File: src/rtl/pwm_gen_pkg.sv
package pwm_gen_pkg;
  localparam int unsigned SUB_W = 2;
  localparam int unsigned PRE_W = 4;
  localparam logic [3:0] MODE_PWM = 4'b1100;

  typedef enum logic [1:0] {
    PS_DIV1   = 2'd0,
    PS_DIV4   = 2'd1,
    PS_DIV16  = 2'd2,
    PS_DIV16B = 2'd3
  } ps_sel_e;
endpackage

File: src/rtl/pwm_prescaler.sv
module pwm_prescaler
  import pwm_gen_pkg::*;
(
  input  logic             clk_i,
  input  logic             rst_ni,
  input  logic             en_i,
  input  ps_sel_e          ps_sel_i,
  output logic             tick_o,
  output logic [SUB_W-1:0] sub_nxt_o
);
  logic [1:0]       phase_q, phase_d;
  logic [PRE_W-1:0] pre_q, pre_d, pre_lim;
  logic             phase_wrap, pre_at_lim;

  always_comb begin
    unique case (ps_sel_i)
      PS_DIV1: pre_lim = '0;
      PS_DIV4: pre_lim = PRE_W'(3);
      default: pre_lim = '1;
    endcase
  end

  assign phase_wrap = (phase_q == 2'd3);
  // >= so a prescale change mid-count cannot strand the counter above its limit
  assign pre_at_lim = (pre_q >= pre_lim);
  assign tick_o     = en_i && phase_wrap && pre_at_lim;

  always_comb begin
    phase_d = en_i ? phase_q + 2'd1 : 2'd0;
    if (!en_i)           pre_d = '0;
    else if (phase_wrap) pre_d = pre_at_lim ? '0 : pre_q + PRE_W'(1);
    else                 pre_d = pre_q;
  end

  // sub-count bits: quarter-step position inside one timer increment
  always_comb begin
    unique case (ps_sel_i)
      PS_DIV1: sub_nxt_o = phase_d;
      PS_DIV4: sub_nxt_o = pre_d[1:0];
      default: sub_nxt_o = pre_d[3:2];
    endcase
  end

  always_ff @(posedge clk_i or negedge rst_ni) begin
    if (!rst_ni) begin
      phase_q <= '0;
      pre_q   <= '0;
    end else begin
      phase_q <= phase_d;
      pre_q   <= pre_d;
    end
  end
endmodule

File: src/rtl/pwm_timebase.sv
module pwm_timebase #(
  parameter int unsigned TMR_W = 8
) (
  input  logic             clk_i,
  input  logic             rst_ni,
  input  logic             en_i,
  input  logic             tick_i,
  input  logic [TMR_W-1:0] period_i,
  output logic [TMR_W-1:0] timer_q_o,
  output logic [TMR_W-1:0] timer_nxt_o,
  output logic             roll_o
);
  logic [TMR_W-1:0] timer_q;

  assign roll_o = en_i && tick_i && (timer_q == period_i);

  always_comb begin
    if (!en_i)       timer_nxt_o = '0;
    else if (roll_o) timer_nxt_o = '0;
    else if (tick_i) timer_nxt_o = timer_q + TMR_W'(1);
    else             timer_nxt_o = timer_q;
  end

  always_ff @(posedge clk_i or negedge rst_ni) begin
    if (!rst_ni) timer_q <= '0;
    else         timer_q <= timer_nxt_o;
  end

  assign timer_q_o = timer_q;
endmodule

File: src/rtl/pwm_duty_ctl.sv
module pwm_duty_ctl #(
  parameter int unsigned DUTY_W = 10
) (
  input  logic              clk_i,
  input  logic              rst_ni,
  input  logic              en_i,
  input  logic              roll_i,
  input  logic [DUTY_W-1:0] tb_nxt_i,
  input  logic [DUTY_W-1:0] master_i,
  output logic [DUTY_W-1:0] slave_o,
  output logic              pwm_o
);
  logic [DUTY_W-1:0] slave_q, slave_d;
  logic              pwm_q, pwm_d;

  always_comb begin
    slave_d = slave_q;
    pwm_d   = pwm_q;
    if (!en_i) begin
      slave_d = '0;
      pwm_d   = 1'b0;
    end else if (roll_i) begin
      slave_d = master_i;
      // reset beats set: a zero duty matches time base 0 at once
      pwm_d   = (master_i != '0);
    end else if (tb_nxt_i == slave_q) begin
      pwm_d   = 1'b0;
    end
  end

  always_ff @(posedge clk_i or negedge rst_ni) begin
    if (!rst_ni) begin
      slave_q <= '0;
      pwm_q   <= 1'b0;
    end else begin
      slave_q <= slave_d;
      pwm_q   <= pwm_d;
    end
  end

  assign slave_o = slave_q;
  assign pwm_o   = pwm_q;
endmodule

File: src/rtl/pwm_timer_gen.sv
module pwm_timer_gen
  import pwm_gen_pkg::*;
#(
  parameter int unsigned TMR_W = 8
) (
  input  logic             clk_i,
  input  logic             rst_ni,
  input  logic             period_we_i,
  input  logic [TMR_W-1:0] period_i,
  input  logic             duty_hi_we_i,
  input  logic [TMR_W-1:0] duty_hi_i,
  input  logic             ctrl_we_i,
  input  logic [5:0]       ctrl_i,
  input  logic             ps_we_i,
  input  logic [1:0]       ps_i,
  input  logic             dir_i,
  input  logic             port_data_i,
  output logic             pin_o,
  output logic             pin_oe_o
);
  localparam int unsigned DUTY_W = TMR_W + SUB_W;

  logic [TMR_W-1:0]  period_q, duty_hi_q, timer_q, timer_nxt;
  logic [SUB_W-1:0]  duty_lo_q, sub_nxt;
  logic [3:0]        mode_q;
  ps_sel_e           ps_q;
  logic              pwm_en, tick, roll, pwm_q;
  logic [DUTY_W-1:0] master, slave;

  always_ff @(posedge clk_i or negedge rst_ni) begin
    if (!rst_ni) begin
      period_q  <= '0;
      duty_hi_q <= '0;
      duty_lo_q <= '0;
      mode_q    <= '0;
      ps_q      <= PS_DIV1;
    end else begin
      if (period_we_i)  period_q  <= period_i;
      if (duty_hi_we_i) duty_hi_q <= duty_hi_i;
      if (ctrl_we_i) begin
        duty_lo_q <= ctrl_i[5:4];
        mode_q    <= ctrl_i[3:0];
      end
      if (ps_we_i) ps_q <= ps_sel_e'(ps_i);
    end
  end

  assign pwm_en = (mode_q == MODE_PWM);
  assign master = {duty_hi_q, duty_lo_q};

  pwm_prescaler u_pre (
    .clk_i     (clk_i),
    .rst_ni    (rst_ni),
    .en_i      (pwm_en),
    .ps_sel_i  (ps_q),
    .tick_o    (tick),
    .sub_nxt_o (sub_nxt)
  );

  pwm_timebase #(.TMR_W(TMR_W)) u_tb (
    .clk_i       (clk_i),
    .rst_ni      (rst_ni),
    .en_i        (pwm_en),
    .tick_i      (tick),
    .period_i    (period_q),
    .timer_q_o   (timer_q),
    .timer_nxt_o (timer_nxt),
    .roll_o      (roll)
  );

  pwm_duty_ctl #(.DUTY_W(DUTY_W)) u_duty (
    .clk_i    (clk_i),
    .rst_ni   (rst_ni),
    .en_i     (pwm_en),
    .roll_i   (roll),
    .tb_nxt_i ({timer_nxt, sub_nxt}),
    .master_i (master),
    .slave_o  (slave),
    .pwm_o    (pwm_q)
  );

  assign pin_o    = pwm_en ? pwm_q : port_data_i;
  assign pin_oe_o = ~dir_i;
endmodule

File: config.mk
export PLATFORM = sky130hd
export DESIGN_NAME = pwm_timer_gen
export DESIGN_NICKNAME = d
export VERILOG_FILES = /design/src/rtl/pwm_gen_pkg.sv /design/src/rtl/pwm_prescaler.sv /design/src/rtl/pwm_timebase.sv /design/src/rtl/pwm_duty_ctl.sv /design/src/rtl/pwm_timer_gen.sv
export SDC_FILE = /design/constraint.sdc
export NUM_CORES = 1
export LEC_CHECK = 0
export CAP_MARGIN = 0
export CORE_AREA = 4 4 73 125
export CTS_CLUSTER_DIAMETER = 200
export DETAILED_ROUTE_END_ITERATION = 7
export DIE_AREA = 0 0 77 129
export DONT_BUFFER_PORTS = 1
export GPL_ROUTABILITY_DRIVEN = 0
export PLACE_DENSITY = 0.47
export SETUP_SLACK_MARGIN = 0.5
export SYNTH_ARGS = -nofsm -noshare
export SYNTH_HDL_FRONTEND = slang
export SYNTH_SLANG_ARGS = --single-unit
export TNS_END_PERCENT = 10
File: constraint.sdc
create_clock -name clk_i -period 3.35 [get_ports clk_i]
set_input_delay 0.1675 -clock clk_i [delete_from_list [all_inputs] [get_ports clk_i]]
set_output_delay 0.1675 -clock clk_i [all_outputs]
set_load 0.01 [all_outputs]
-- Word level (Yosys, flattened, before mapping)
Index checks and enable logic that the tools add are counted.
W data, S select, Z words.
- $mul: 0
- equal/unequal tests: 7
- multiplexer cells: 15
- magnitude comparators: 1
- reduce and logical (&&, ||, !) cells: 6
- bitwise logic cells: 1
- div/mod/pow operators: 0
- shifts and indexed selects: 0
- add/subtract/negate cells: 3
- operators with widths (kind ; number):
    $mux W8 ; 3
    $mux W10 ; 2
    $mux W4 ; 3
    $eq A10 B10 Y1 ; 1
    $reduce_bool A10 Y1 ; 1
    $add A8 B1 Y8 const B ; 1
    $eq A8 B8 Y1 ; 1
    $pmux W4 S2 ; 1
    $add A4 B1 Y4 const B ; 1
    $eq A4 B4 Y1 const B ; 1
    $ge A4 B4 Y1 ; 1
    $logic_and A1 B1 Y1 ; 4
    $mux W1 ; 4
    $pmux W2 S2 ; 1
    $ne A3 B1 Y1 const B ; 1
    $add A2 B1 Y2 const B ; 1
    $eq A2 B1 Y1 const B ; 1
    $eq A2 B2 Y1 const B ; 1
    $logic_not A2 Y1 ; 1
    $mux W2 ; 1
    $ne A2 B1 Y1 const B ; 1
    $not A1 Y1 ; 1
- memory bits (read-only): 0
- output and inout port bits: 2
- memories: 0
- memory bits (writable): 0
- flip-flop bits (word level): 49
- latch bits: 0
- word-level logic and storage cells: 43

-- Depth between registers and ports, before layout
- depth after elaboration: 12
- depth in mapped cells: 12

-- Cells and area by module
Synthesis repeated with hierarchy kept, for this count alone.
- cell total of the unflattened synthesis: 205
- area total of the unflattened synthesis: 2478.6 µm²
- modules (own cells, without submodules) (module ; seq. area each (µm²) ; cells each ; instances ; area an instance (µm²)):
    pwm_timer_gen ; 600.6 ; 54 ; 1 ; 920.9
    pwm_duty_ctl ; 275.3 ; 53 ; 1 ; 609.3
    pwm_timebase ; 200.2 ; 48 ; 1 ; 476.7
    pwm_prescaler ; 150.1 ; 50 ; 1 ; 471.7

-- Worst setup path before layout
Ideal clock, no wire load.
- path kind: register to register
- from: reg ps_q[1]
- to: reg u_duty.pwm_q (netlist: u_duty.pwm_o)
- setup slack: 498 ps
- clock period less this slack: 2852 ps
- arrival: 2709 ps
- cell stages (with the launch flop): 12
- library setup time: 143 ps
- path through: dfrtp_1 inv_1 nand2_1 ha_1 or3b_4 a221oi_4 buf_6 nand3_1 o22ai_1 mux2_1 nor4b_2 a41oi_2
- longest elaborated chain between the ends: 10
- elaborated cells between the ends (all ways): 18
- RTL lines (what ; line ; RTL):
    start: declaration ; pwm_timer_gen.sv:26 ; ps_sel_e ps_q;
    start signal: assignment ; pwm_timer_gen.sv:44 ; if (ps_we_i) ps_q <= ps_sel_e'(ps_i);
    branches (longest 10 deep; another with $ge A4 B4 Y1) ; -- ;
    end signal: assignment ; pwm_duty_ctl.sv:37 ; pwm_q <= pwm_d;
    end: declaration ; pwm_duty_ctl.sv:14 ; logic pwm_q, pwm_d;
Parallel ways; which one is timed is not known.
A chain may end at the register's enable or synchronous reset.

-- Worst setup path in the final report
- from: reg ps_q[1]
- to: reg u_duty.pwm_q (netlist: u_duty.pwm_o)
- longest elaborated chain between the ends: 10
- elaborated cells between the ends (all ways): 18
- RTL lines (what ; line ; RTL):
    $eq A2 B1 Y1 or $logic_not A2 Y1 (tied branches) ; pwm_prescaler.sv:16 ; unique case (ps_sel_i)
    $pmux W4 S2 * ; pwm_prescaler.sv:16 ;
    $ge A4 B4 Y1 * ; pwm_prescaler.sv:25 ; assign pre_at_lim = (pre_q >= pre_lim);
    $logic_and A1 B1 Y1 * ; pwm_prescaler.sv:26 ; assign tick_o = en_i && phase_wrap && pre_at_lim;
    $logic_and A1 B1 Y1 (2 in series) ; pwm_timebase.sv:15 ; assign roll_o = en_i && tick_i && (timer_q == period_i);
    $mux W8 * ; pwm_timebase.sv:19 ; else if (roll_o) timer_nxt_o = '0;
    $mux W8 * ; pwm_timebase.sv:18 ; if (!en_i) timer_nxt_o = '0;
    via timer_nxt[6] ; pwm_timer_gen.sv:23 ; logic [TMR_W-1:0] period_q, duty_hi_q, timer_q, timer_nxt;
    $eq A10 B10 Y1 * ; pwm_duty_ctl.sv:26 ; end else if (tb_nxt_i == slave_q) begin
    $ne A3 B1 Y1 (no source line) * ; -- ;
The timed path passes the listed nets; every way through them passes the cells marked *.

==> results.cfg <==
[clock_network]
numCtsBuffers = 5
cts_buffer_depth = 2
numClockSinks = 49
insertion_delay_ns = 0.30
clk_pin_slew_ns = 0.07
htreeDepth = 2
tritoncts = yes
cts_root_buffer = clkbuf_16

[final_layout]
stdcell_count = 357
drive_above_1_share_pct = 27.3
fillers = 779
finalNetCount = 305
diodes = 0
multi_input_area_mm2 = 0.00151
final_common_cell = dfrtp_1
regArea_mm2 = 0.00123
synthToLayoutAreaGrowth_pct = 18.1
final_cell_mix = dfrtp_1, mux2_2, nand2_1

[pwr]
power.density_mw_per_mm2 = 403
leakagePower_nw = 1.37
irDropWorstVdd_mv = 0.297

[floorplanning]
initial_utilization_pct = 34.6
rows = 43
dieArea_mm2 = 0.00993
core_area_mm2 = 0.00802
die_w_um = 77
io_pins = 34
dieHeight_um = 129

[placement]
port_buffers = 0
dp.cells = 335
post-place-ws_ns = 0.362
dp_hpwl_um = 5260

[grt]
overflow = 0
antenna_found_initial = 0
grt_pass1_vias = 2283
grt_pass1_wl_um = 12000
grt_use_total_pct = 15.6
grt_max_degree = 50

[critical_path]
start_kind = register
worstPathArrival_ns = 3.01
required_ns = 3.51
path_class = register to register
endpoint_kind = register
crit_fanout = 11

[timing]
fin_crit_sh_pct = 85.1
setup_slack_ns = 0.498
fmax_mhz = 351
tightest_slew_ns = 0.617
skew_ns = 0.00986
period_minus_slack_ns = 2.85
setup_viol = 0
slew_viol_final = 0
hold_viol = 0
whs_ns = 0.0158
rsz0062_at_grt = yes
tns_ns = 0
slew-limit-headroom_pct = 58.3

[route]
drtPass1Iterations = 4
num_vias = 2070
final_antenna_net_count = 0
drc_errors = 0
drt-wirelength-per-cell_um = 20.3
via_per_inst = 5.80
drtIter0Drc = 125
routed_wl_um = 7260

[synth]
ys_warn_count = 0
yosysSeqAreaShare_pct = 44.2
ys_ff_latch = 49
synthFlopType = dfrtp_1
syn_area_mm2 = 0.00277
synth_nets = 295
synth_edf_count = 0
async_flop_share_pct = 100
avgSynthCellArea_um2 = 10.8
synthCells = 256
synth_cell_type_count = 58

[hold_path]
hold_path.class = primary input to register

[outcome]
status = completed

[flow_run]
cap_violations = 0
critical path: stages (launching register included):
cell,delay (ns)
dfrtp_1,0.37
inv_2,0.07
buf_4,0.14
ha_4,0.28
o211a_1,0.20
a221oi_4,0.10
buf_4,0.15
bufbuf_16,0.27
or4_4,0.52
a21boi_4,0.20
xnor2_1,0.14
and2_4,0.17
a41oi_2,0.11
what timing repair did:
action / 4_1_cts / 5_1_grt
setup buffers: 8 / 1
gates cloned: 2 / 0
hold buffers: 3 / 0
pin swaps: 9 / 12
hold endpoints to repair: 51 / 0
setup endpoints to repair: 1 / 1
resized for setup: 11 / 9
logic make-up (layout without fill, tap and decap cells):
group                      after synthesis  in the layout  share of synthesized area, %
AOI/OAI and AO/OA                       62             62                          18.6
adders and majority gates                7              7                          3.16
xor gates and xnor gates                14             14                          4.42
muxes                                   27             27                          10.8
and+or+nand+nor                         73             73                          14.6
buffers and inverters                   24             35                          4.11
DFF                                     49             49                          44.2
worst paths after layout:
path / startpoint / endpoint / slack, ns / depth (start not counted)
worst max-delay path: ps_q[1] / u_duty.pwm_o / 0.50 / 12
worst min-delay path: duty_hi_i[1] / duty_hi_q[1] / 0.02 / 1
worst max register to register: ps_q[1] / u_duty.pwm_o / 0.50 / 12
worst min register to register: duty_hi_q[0] / u_duty.slave_o[2] / 0.51 / 1
max in group asynchronous: rst_ni / u_pre.pre_q[0] / 2.71 / 2
min in group asynchronous: rst_ni / u_pre.pre_q[1] / 0.38 / 2
layer usage:
layer	track usage (%)	vias to the layer above	share of wire [%]
met5	0	-	0
li1	-	973	-
met4	8.07	0	3.8
met2	29.1	37	56
met1	16.7	1046	38
met3	2.66	14	2.3
synth_stat cells, drive strengths merged, types with 2 or more instances:
cell type  number  area, um^2
buf             8        53.8
a21boi          2        26.3
or4             4        30.0
a211o           3        26.3
dfrtp          49        1230
or3             2        12.5
and4            3        26.3
o21a            4        30.0
clkbuf          9        33.8
nor2           10        37.5
nor3            3        15.0
xnor2          13         114
o22ai           2        12.5
nand3          10        50.1
nor4            2        12.5
a31oi           2        12.5
o32ai           2        17.5
inv             7        26.3
a311oi          2        17.5
and2            2        12.5
nand4           4        25.0
nand3b          2        15.0
o211a           2        20.0
a221oi          2        35.0
ha              7        87.6
a21oi          10        50.1
o31ai           2        15.0
a41oi           2        32.5
a211oi          4        40.0
nor2b           2        12.5
mux2i           4        40.0
nand2b          3        18.8
mux2           23         259
o21ai           6        30.0
a22o            9        78.8
nand2          20        75.1
final cells by class:
class / instances / area share (%)
Multi-Input combinational cell: 183 / 46.3
Sequential cell: 49 / 37.5
Clock inverter: 2 / 0.420
Tap cell: 90 / 3.44
Timing Repair Buffer: 20 / 7.34
Clock buffer: 6 / 4.24
Inverter: 7 / 0.803
metrics by stage:
| step | power, mW | instance area [um^2] | utilization [%] |
|---|---|---|---|
| floorplan | 0.738 | 2770 | - |
| global placement | 0.760 | 2850 | 35.6 |
| detailed placement | 0.761 | 2850 | 35.6 |
| CTS | 1.33 | 3220 | 40.2 |
| global route | 1.38 | 3270 | 40.8 |
| finish | 1.32 | 3270 | 40.8 |
sequential cells by signal (all words and copies together), names as in the netlist:
signal / flops
duty_hi_q: 8
period_q: 8
u_pre.pre_q: 4
u_duty.pwm_o: 1
duty_lo_q: 2
u_tb.timer_q_o: 8
u_pre.phase_q: 2
u_duty.slave_o: 10
ps_q: 2
mode_q: 4
power by group:
group          leakage (nW)  switching (mW)  internal [mW]
Clock                0.0768           0.222          0.297
Combinational         0.662          0.0709         0.0834
Sequential            0.629          0.0234          0.621
Power figures use the tool's default switching activity.
